### src/rtl/spi_sck_pkg.sv
package spi_sck_pkg;
  localparam int unsigned SCALE_W = 16;
  localparam int unsigned PRE_LSB = 8;
  localparam int unsigned PRE_W   = 8;
  localparam int unsigned EXP_W   = 3;
  localparam logic [EXP_W-1:0] BYPASS_EXP = '1;
  // largest half period: 2^PRE_W << (2^EXP_W - 2)
  localparam int unsigned CNT_W   = PRE_W + (2**EXP_W - 2);
  localparam int unsigned N_CH    = 2;

  typedef struct packed {
    logic             bypass;
    logic [CNT_W-1:0] half_m1;
  } sck_cfg_t;
endpackage

### src/rtl/spi_sck_decode.sv
module spi_sck_decode
  import spi_sck_pkg::*;
(
  input  logic [PRE_W-1:0] pre_i,
  input  logic [EXP_W-1:0] exp_i,
  output sck_cfg_t         cfg_o
);
  logic [CNT_W:0] base;
  logic [CNT_W:0] half;

  always_comb begin
    base = {{(CNT_W + 1 - PRE_W){1'b0}}, pre_i} + 1'b1;
    half = base << exp_i;
    cfg_o.bypass  = (exp_i == BYPASS_EXP);
    cfg_o.half_m1 = half[CNT_W-1:0] - 1'b1;
  end
endmodule

### src/rtl/spi_sck_bypass_gate.sv
module spi_sck_bypass_gate (
  input  logic clk_i,
  input  logic rst_ni,
  input  logic run_i,
  output logic sck_o
);
  logic gate_q;

  // gate changes while the parent clock is low
  always_ff @(negedge clk_i or negedge rst_ni) begin
    if (!rst_ni) gate_q <= 1'b0;
    else         gate_q <= run_i;
  end

  assign sck_o = clk_i & gate_q & run_i;
endmodule

### src/rtl/spi_sck_channel.sv
module spi_sck_channel
  import spi_sck_pkg::*;
(
  input  logic               clk_i,
  input  logic               rst_ni,
  input  logic               en_i,
  input  logic [SCALE_W-1:0] scale_i,
  output logic               sck_o,
  output logic               tick_o,
  output logic               rise_o,
  output logic               fall_o
);
  sck_cfg_t         dec_cfg;
  sck_cfg_t         cfg_q;
  logic             run_q;
  logic             sck_q;
  logic [CNT_W-1:0] cnt_q;
  logic             hit;
  logic             byp_run;
  logic             byp_sck;
  logic             unused_scale;

  assign unused_scale = ^scale_i[PRE_LSB-1:EXP_W];

  spi_sck_decode i_decode (
    .pre_i (scale_i[PRE_LSB +: PRE_W]),
    .exp_i (scale_i[EXP_W-1:0]),
    .cfg_o (dec_cfg)
  );

  always_ff @(posedge clk_i or negedge rst_ni) begin
    if (!rst_ni) begin
      run_q <= 1'b0;
      sck_q <= 1'b0;
      cnt_q <= '0;
      cfg_q <= '0;
    end else if (!en_i) begin
      run_q <= 1'b0;
      sck_q <= 1'b0;
      cnt_q <= '0;
    end else if (!run_q) begin
      run_q <= 1'b1;
      sck_q <= 1'b0;
      cnt_q <= '0;
      cfg_q <= dec_cfg;
    end else if (!cfg_q.bypass) begin
      if (cnt_q == cfg_q.half_m1) begin
        cnt_q <= '0;
        sck_q <= ~sck_q;
      end else begin
        cnt_q <= cnt_q + 1'b1;
      end
    end
  end

  assign byp_run = run_q & cfg_q.bypass;
  assign hit     = run_q & ~cfg_q.bypass & (cnt_q == cfg_q.half_m1);

  spi_sck_bypass_gate i_gate (
    .clk_i  (clk_i),
    .rst_ni (rst_ni),
    .run_i  (byp_run),
    .sck_o  (byp_sck)
  );

  assign rise_o = hit & ~sck_q;
  assign fall_o = hit & sck_q;
  assign tick_o = fall_o | byp_run;
  assign sck_o  = cfg_q.bypass ? byp_sck : sck_q;
endmodule

### src/rtl/spi_sck_prescaler.sv
module spi_sck_prescaler
  import spi_sck_pkg::*;
#(
  parameter bit SHARE_SCALE = 1'b0
) (
  input  logic               clk_i,
  input  logic               rst_ni,
  input  logic               tx_en_i,
  input  logic [SCALE_W-1:0] tx_scale_i,
  input  logic               rx_en_i,
  input  logic [SCALE_W-1:0] rx_scale_i,
  output logic               tx_sck_o,
  output logic               tx_tick_o,
  output logic               tx_rise_o,
  output logic               tx_fall_o,
  output logic               rx_sck_o,
  output logic               rx_tick_o,
  output logic               rx_rise_o,
  output logic               rx_fall_o
);
  logic [N_CH-1:0]              en_v;
  logic [N_CH-1:0][SCALE_W-1:0] scale_v;
  logic [N_CH-1:0]              sck_v, tick_v, rise_v, fall_v;

  assign en_v[0]    = tx_en_i;
  assign scale_v[0] = tx_scale_i;

  if (SHARE_SCALE) begin : g_shared
    logic unused_rx;
    assign unused_rx  = rx_en_i ^ (^rx_scale_i);
    assign en_v[1]    = tx_en_i;
    assign scale_v[1] = tx_scale_i;
  end else begin : g_split
    assign en_v[1]    = rx_en_i;
    assign scale_v[1] = rx_scale_i;
  end

  for (genvar g = 0; g < N_CH; g++) begin : g_ch
    spi_sck_channel i_channel (
      .clk_i   (clk_i),
      .rst_ni  (rst_ni),
      .en_i    (en_v[g]),
      .scale_i (scale_v[g]),
      .sck_o   (sck_v[g]),
      .tick_o  (tick_v[g]),
      .rise_o  (rise_v[g]),
      .fall_o  (fall_v[g])
    );
  end

  assign tx_sck_o  = sck_v[0];
  assign tx_tick_o = tick_v[0];
  assign tx_rise_o = rise_v[0];
  assign tx_fall_o = fall_v[0];
  assign rx_sck_o  = sck_v[1];
  assign rx_tick_o = tick_v[1];
  assign rx_rise_o = rise_v[1];
  assign rx_fall_o = fall_v[1];
endmodule

### config.mk
export PLATFORM = sky130hd
export DESIGN_NAME = spi_sck_prescaler
export DESIGN_NICKNAME = d
export VERILOG_FILES = /design/src/rtl/spi_sck_pkg.sv /design/src/rtl/spi_sck_decode.sv /design/src/rtl/spi_sck_bypass_gate.sv /design/src/rtl/spi_sck_channel.sv /design/src/rtl/spi_sck_prescaler.sv
export SDC_FILE = /design/constraint.sdc
export NUM_CORES = 1
export LEC_CHECK = 0
export BUFFER_PORTS_ARGS = -buffer_cell sky130_fd_sc_hd__buf_2
export CELL_PAD_IN_SITES_DETAIL_PLACEMENT = 1
export CELL_PAD_IN_SITES_GLOBAL_PLACEMENT = 2
export CORE_MARGIN = 2
export CORE_UTILIZATION = 39
export DETAILED_ROUTE_END_ITERATION = 10
export PLACE_DENSITY_LB_ADDON = 0.1
export SYNTH_ARGS = -nofsm -noshare
export SYNTH_HDL_FRONTEND = slang
export SYNTH_SLANG_ARGS = --single-unit
### constraint.sdc
create_clock -name clk_i -period 3.8 [get_ports clk_i]
set_input_delay 0.76 -clock clk_i [delete_from_list [all_inputs] [get_ports clk_i]]
set_output_delay 0.76 -clock clk_i [all_outputs]
set_load 0.05 [all_outputs]
## After elaboration in Yosys (flattened, before gate mapping)

Cells that the tools add are included.

| operators by class | value |
|---|---|
| $add $sub $neg | 6 |
| eq/ne operators | 8 |
| shifts and indexed selects | 2 |
| mux-type cells | 20 |
| bitwise gates (word level) | 22 |
| reductions and logical operators | 4 |

Operator list:

| kind | count |
|---|---|
| 14-bit two-way mux | 8 |
| 15-bit by 3-bit << shifter with 14-bit output | 2 |
| 14-bit by 1-bit adder with 14-bit output (second input constant) | 2 |
| 14-bit == test | 2 |
| 14-bit by 1-bit subtractor with 14-bit output (second input constant) | 2 |
| 8-bit by 1-bit adder with 9-bit output (second input constant) | 2 |
| 1-bit bitwise AND | 14 |
| 1-bit two-way mux | 12 |
| 3-bit != test (second input constant) | 4 |
| 2-bit AND reduction | 4 |
| 3-bit == test (second input constant) | 2 |
| 1-bit inverter | 6 |
| 1-bit OR | 2 |

| storage, ports and cells | value |
|---|---|
| register bits | 64 |
| input port bits | 36 |
| word-level logic and storage cells | 74 |

## Longest topological paths before layout

Gate-level depths: netlist of run 1.

| logic depth | value |
|---|---|
| depth after elaboration | 5 |
| depth in mapped cells | 12 |

## Cells and area by module

A second synthesis of run 1 with hierarchy kept.

| second synthesis, totals | value |
|---|---|
| cells, all modules | 606 |
| area total of the unflattened synthesis | 5461.5 sq um |

Modules (own cells, without submodules):

| module | instances | cells each | area each (sq um) | sequential area each (sq um) |
|---|---|---|---|---|
| spi_sck_channel | 2 | 142 | 1601.5 | 775.7 |
| spi_sck_decode (g_ch[0].i_channel.i_decode) | 1 | 166 | 1124.8 | 0.0 |
| spi_sck_decode (g_ch[1].i_channel.i_decode) | 1 | 152 | 1071.0 | 0.0 |
| spi_sck_bypass_gate | 2 | 2 | 31.3 | 25.0 |

==> results_dict.tcl, run 1 <==
set metrics [dict create \
    start_util_pct 40.2 \
    clk_pin_slew_worst_paths_ns 0.05 \
    firstDrtPassIters 4 \
    coreArea_um2 12700 \
    hold_violations 0 \
    total_power_mw 2.19 \
    routedWlPerCell_um 16.8 \
    holdBufCountCts 0 \
    multi_input_area_um2 3260 \
    violations "negative setup slack" \
    syn_avg_cell_area_um2 8.04 \
    grt_pass1_vias 4816 \
    drive_gt1_share_pct 11.6 \
    use_met3_pct 2.51 \
    io_pins 44 \
    ys.flop_type "dfrtp_1" \
    met2_usage_pct 32.9 \
    route.detailed.drc 0 \
    fin_cells 825 \
    setup_violations 4 \
    ant_nets 0 \
    die_w_um 118 \
    antenna_found_initial 0 \
    grt_pass1_wl_um 23600 \
    start_kind "flop" \
    synth-seq-area-share_pct 31.4 \
    status "complete, but fails checks" \
    synth_edf_count 0 \
    layout_common_cells "nand2_1, nor2_1, dfrtp_1" \
    met1_usage_pct 27.8 \
    wirelength_um 13900 \
    yosysWarnings 0 \
    cts_resized 4 \
    endpoint_kind "primary output" \
    r2r_end "g_ch[0].i_channel.i_gate.gate_q$_DFF_NN0_" \
    n_antenna_cell 0 \
    place_congestion 0.789 \
    reg2reg_depth 2 \
    tns_ns -0.114 \
    crit_fanout 1 \
    fin_skew_ns 0.0285 \
    syn_nets 676 \
    cap_violations 0 \
    synth_seq_cells 64 \
    final_common_cell "nand2_1" \
    syn_inst 634 \
    critPathRequiredTime_ns 3.04 \
    area_delta_synth_final_pct 12.3 \
    critPathLaunch "g_ch[1].i_channel.i_gate.gate_q$_DFF_NN0_" \
    regArea_um2 1600 \
    finalNetCount 691 \
    final_core_util_pct 45.2 \
    rows 41 \
    async_reset_ff_share_pct 100 \
    endpoint "rx_sck_o" \
    vias 4650 \
    clk_latency_ns 0.47 \
    grt-busiest-layer "met2" \
    postCtsSetupRepairBufs 0 \
    drtIter0Drc 190 \
    power_density_nw_per_um2 383 \
    worstReg2RegStart "g_ch[0].i_channel.cfg_q[14]$_DFFE_PN0P_" \
    worst-r2r-setup-slack_ns 1.03 \
    grt_usage_pct 20.5 \
    netlist.area_leader.share_pct 30.4 \
    timing.hold.ws_ns 0.391 \
    synth_area_leader_cell "dfrtp_1" \
    relSlewSlack_pct 43.3 \
    drt-vias-per-instance 5.64 \
    synthTopCellsByArea "dfrtp_1, xor2_1, xnor2_1" \
    rsz0062_at_grt "true" \
    p_leak_nw 2.40 \
    worst_pin_slew_ns 0.839 \
    dp_hpwl_um 10400 \
    grt_max_degree 43 \
    hold_path_class "input port to asynchronous set/reset pin" \
    port_buffers 33 \
    fp.dieH_um 118 \
    synth_area_um2 5100 \
    cp.arrival_ns 3.11 \
    num-fill-cells 1567 \
    final.setup.worst_slack_ns -0.0692 \
    cts_tree "done" \
    overflow 0 \
    die-area_um2 14000 \
    worst-setup-path-type "flop to primary output" \
    vdd_drop_max_v 0.000193 \
    synth.distinct_cells 79 \
    dp.cells 806 \
    drv_slew 0 \
]
[layout make-up]
type                            count  share of cell area [%]
Multi-Input combinational cell    512                    56.9
Inverter                           20                    1.31
Clock buffer                       20                    6.58
Tap cell                          172                    3.76
Clock inverter                      1                  0.0874
Timing Repair Buffer               36                    3.37
Sequential cell                    64                    28.0
[layer usage]
| metal | part of all wire, % | routed length [um] |
|---|---|---|
| met3 | 2.4 | 339 |
| met4 | 1.8 | 248 |
| met1 | 51 | 7010 |
| met2 | 45 | 6280 |
| met5 | 0 | 0 |
[worst min-delay path by stage]
stage               slack, ns  depth (start not counted)                              startpoint                                 endpoint
detailed placement       0.48                          2  g_ch[0].i_channel.cfg_q[5]$_DFFE_PN0P_   g_ch[0].i_channel.cfg_q[5]$_DFFE_PN0P_
CTS                      0.42                          2                                  rst_ni  g_ch[1].i_channel.cnt_q[12]$_DFFE_PN0P_
finish                   0.39                          2                                  rst_ni   g_ch[1].i_channel.cnt_q[8]$_DFFE_PN0P_
global route             0.42                          2                                  rst_ni  g_ch[1].i_channel.cnt_q[12]$_DFFE_PN0P_
floorplan                0.46                          0                                  rst_ni   g_ch[0].i_channel.cfg_q[0]$_DFFE_PN0P_
global placement         0.48                          2  g_ch[0].i_channel.cfg_q[5]$_DFFE_PN0P_   g_ch[0].i_channel.cfg_q[5]$_DFFE_PN0P_
[cell usage after synthesis (all sizes together), types with 4 or more instances]
library cell / n
nand2: 78
o41ai: 4
or3: 5
a21o: 7
and2: 4
a31oi: 8
o22ai: 7
o31ai: 8
a211oi: 4
nor3: 13
buf: 12
xnor2: 34
and4: 4
nand3: 32
nand4b: 6
dfrtp: 62
o211ai: 10
ha: 6
xor2: 38
or2: 4
nor2: 62
nand2b: 12
inv: 20
and3: 10
nor4: 8
o21ai: 48
clkbuf: 26
mux2i: 4
nor2b: 6
a21oi: 21
nand4: 12
[where the power goes]
group          switching, mW  internal (mW)
Combinational          0.279          0.179
Clock                  0.312          0.636
Sequential            0.0498          0.739
Total                  0.640           1.55
[critical path, cell delays in order, from the launching register on]
cell     delay [ns]
dfrtn_1        0.40
nand2_2        0.06
o22ai_2        0.10
buf_6          0.18
[logic make-up after synthesis]
| logic type | after synthesis | share of synthesized area (%) |
|---|---|---|
| AO/OA/AOI/OAI | 159 | 21.3 |
| XOR/XNOR | 72 | 12.4 |
| adder cells (fa/ha/maj) | 6 | 1.47 |
| buffers and inverters | 58 | 4.93 |
| flip-flops | 64 | 31.4 |
| multiplexers | 9 | 2.33 |
| AND/OR/NAND/NOR | 266 | 26.2 |
[registers in the layout (all words and copies together), names as in the netlist]
signal	count
g_ch.i_channel.cnt_q	28
g_ch.i_channel.sck_q	2
g_ch.i_channel.run_q	2
g_ch.i_channel.cfg_q	30
g_ch.i_channel.i_gate.gate_q	2
[per-stage QoR]
step           instance area (um2)  worst slack [ns]
2_1_floorplan                 5110             0.296
3_3_place_gp                  5350             0.384
3_5_place_dp                  5350             0.312
4_1_cts                       5720           -0.0921
5_1_grt                       5730            -0.140
6_report                      5730           -0.0692
Power figures use the tool's default switching activity.
==> inputs of run 2 (changes only) <==
- RECOVER_POWER: not set -> 100
==> run 2 against run 1 <==
The run ends with max-capacitance violations, max-slew violations, negative setup slack left. Final area down 0.61%. Routed wire length up 0.22%. First-iteration DRC count down 1.6%. Via count down 0.39%. Clock skew about the same. Sequential share of layout area up 0.17 points.
==> results_dict.tcl, run 2 (synthesis results as in run 1) <==
set metrics [dict create \
    status "complete, but fails checks" \
    violations "max-capacitance violations, max-slew violations, negative setup slack" \
    dp.cells 806 \
    endpoint_kind "primary output" \
    wirelength_um 13900 \
    area_delta_synth_final_pct 11.6 \
    drive_gt1_share_pct 9.04 \
    grt_pass1_wl_um 23600 \
    regMostFlops "g_ch.i_channel.cfg_q" \
    finalNetCount 691 \
    route.detailed.drc 0 \
    reg2reg_depth 2 \
    fp.dieH_um 118 \
    cts_tree "done" \
    die-area_um2 14000 \
    crit_path_top_delay_cell "dfrtn_1" \
    place_congestion 0.789 \
    routedWlPerCell_um 16.9 \
    fin_skew_ns 0.0283 \
    start_util_pct 40.2 \
    layout_common_cells "nand2_1, nor2_1, dfrtp_1" \
    n_antenna_cell 0 \
    start_kind "flop" \
    io_pins 44 \
    setup_violations 4 \
    drt-vias-per-instance 5.61 \
    dpl_worst_slack_ns 0.312 \
    final_common_cell "nand2_1" \
    vias 4632 \
    ant_nets 0 \
    crit_fanout 1 \
    clk_pin_slew_worst_paths_ns 0.05 \
    hold_depth 2 \
    drv_slew 43 \
    antenna_found_initial 0 \
    clk_latency_ns 0.47 \
    coreArea_um2 12700 \
    dp_hpwl_um 10400 \
    relSlewSlack_pct -51.2 \
    worst-r2r-setup-slack_ns 1.04 \
    largest_reg_flops 30 \
    worst-setup-path-type "flop to primary output" \
    path_cells "nand2_2 -> o22ai_2 -> buf_6" \
    drtIter0Drc 187 \
    cap_violations 1 \
    cp.arrival_ns 3.11 \
    stdcell_area_um2 5690 \
    power_density_nw_per_um2 385 \
    p_leak_nw 2.35 \
    grt_usage_pct 20.5 \
    rsz0062_at_grt "true" \
    slowest_delay_ns 0.40 \
    tns_ns -0.113 \
    total_power_mw 2.19 \
    vdd_drop_max_v 0.000193 \
    rows 41 \
    firstDrtPassIters 4 \
    final.setup.worst_slack_ns -0.0693 \
    hold_path_class "flop to flop" \
    port_buffers 33 \
    hold_violations 0 \
    overflow 0 \
    grt_pass1_vias 4816 \
    grt_max_degree 43 \
    critPathRequiredTime_ns 3.04 \
    fin_cells 825 \
    largest_registers "g_ch.i_channel.cfg_q x30, g_ch.i_channel.cnt_q x28" \
    worst_pin_slew_ns 2.27 \
    dpl_cell_area_um2 5350 \
    die_w_um 118 \
]
==> run 2: cell count changes in the layout (fill, tap and decap cells not counted), moves of 2 or more <==
cell,delta
clkbuf_1,+13
buf_4,-3
buf_2,-11
and2_0,+2
==> run 2: repair_timing <==
action                     CTS  global route
resized for setup            4             1
setup endpoints to repair    4             4
pin swaps                    0             0
hold buffers                 0             0
setup buffers                0             0
==> run 2: area by class of cell <==
class	count	area [um2]
fill	1574	6980
multi-input combinational	512	3250
sequential	64	1600
clock buffer	20	377
tap	172	215
timing repair buffer	36	169
inverter	20	75.1
clock inverter	1	5.00
==> run 2: through the flow <==
step                hold WS [ns]  util, %
finish                     0.485     44.9
detailed placement         0.485     42.2
floorplan                  0.460        -
CTS                        0.418     45.2
global placement           0.484     42.2
global route               0.526     44.9
==> run 2: final timing paths <==
| path | end | startpoint |
|---|---|---|
| worst max-delay path | rx_sck_o | g_ch[1].i_channel.i_gate.gate_q$_DFF_NN0_ |
| worst min-delay path | g_ch[0].i_channel.cfg_q[5]$_DFFE_PN0P_ | g_ch[0].i_channel.cfg_q[5]$_DFFE_PN0P_ |
| worst max register to register | g_ch[0].i_channel.i_gate.gate_q$_DFF_NN0_ | g_ch[0].i_channel.cfg_q[14]$_DFFE_PN0P_ |
| worst min register to register | g_ch[0].i_channel.cfg_q[5]$_DFFE_PN0P_ | g_ch[0].i_channel.cfg_q[5]$_DFFE_PN0P_ |
| max in group asynchronous | g_ch[1].i_channel.cfg_q[7]$_DFFE_PN0P_ | rst_ni |
| min in group asynchronous | g_ch[1].i_channel.cnt_q[8]$_DFFE_PN0P_ | rst_ni |
==> run 2: power breakdown <==
part / leakage (nW) / internal, mW / switching (mW)
registers: 0.829 / 0.739 / 0.0500
logic: 1.32 / 0.173 / 0.277
clock network: 0.197 / 0.636 / 0.313
==> run 2: worst max-delay path, delay by kind of cell (launching register included) <==
family,cells,cell delay (ns)
buf+inv,1,0.18
compound gates,1,0.10
flops,1,0.40
simple gates,1,0.06
==> run 2: metal layers <==
layer  share of wire, %  track usage (%)  vias up
met5                  0                0        -
met4                1.8             8.81        0
met3                2.0             2.51       21
met2                 45             32.9       65
met1                 51             27.8     2238
li1                   -                -     2308
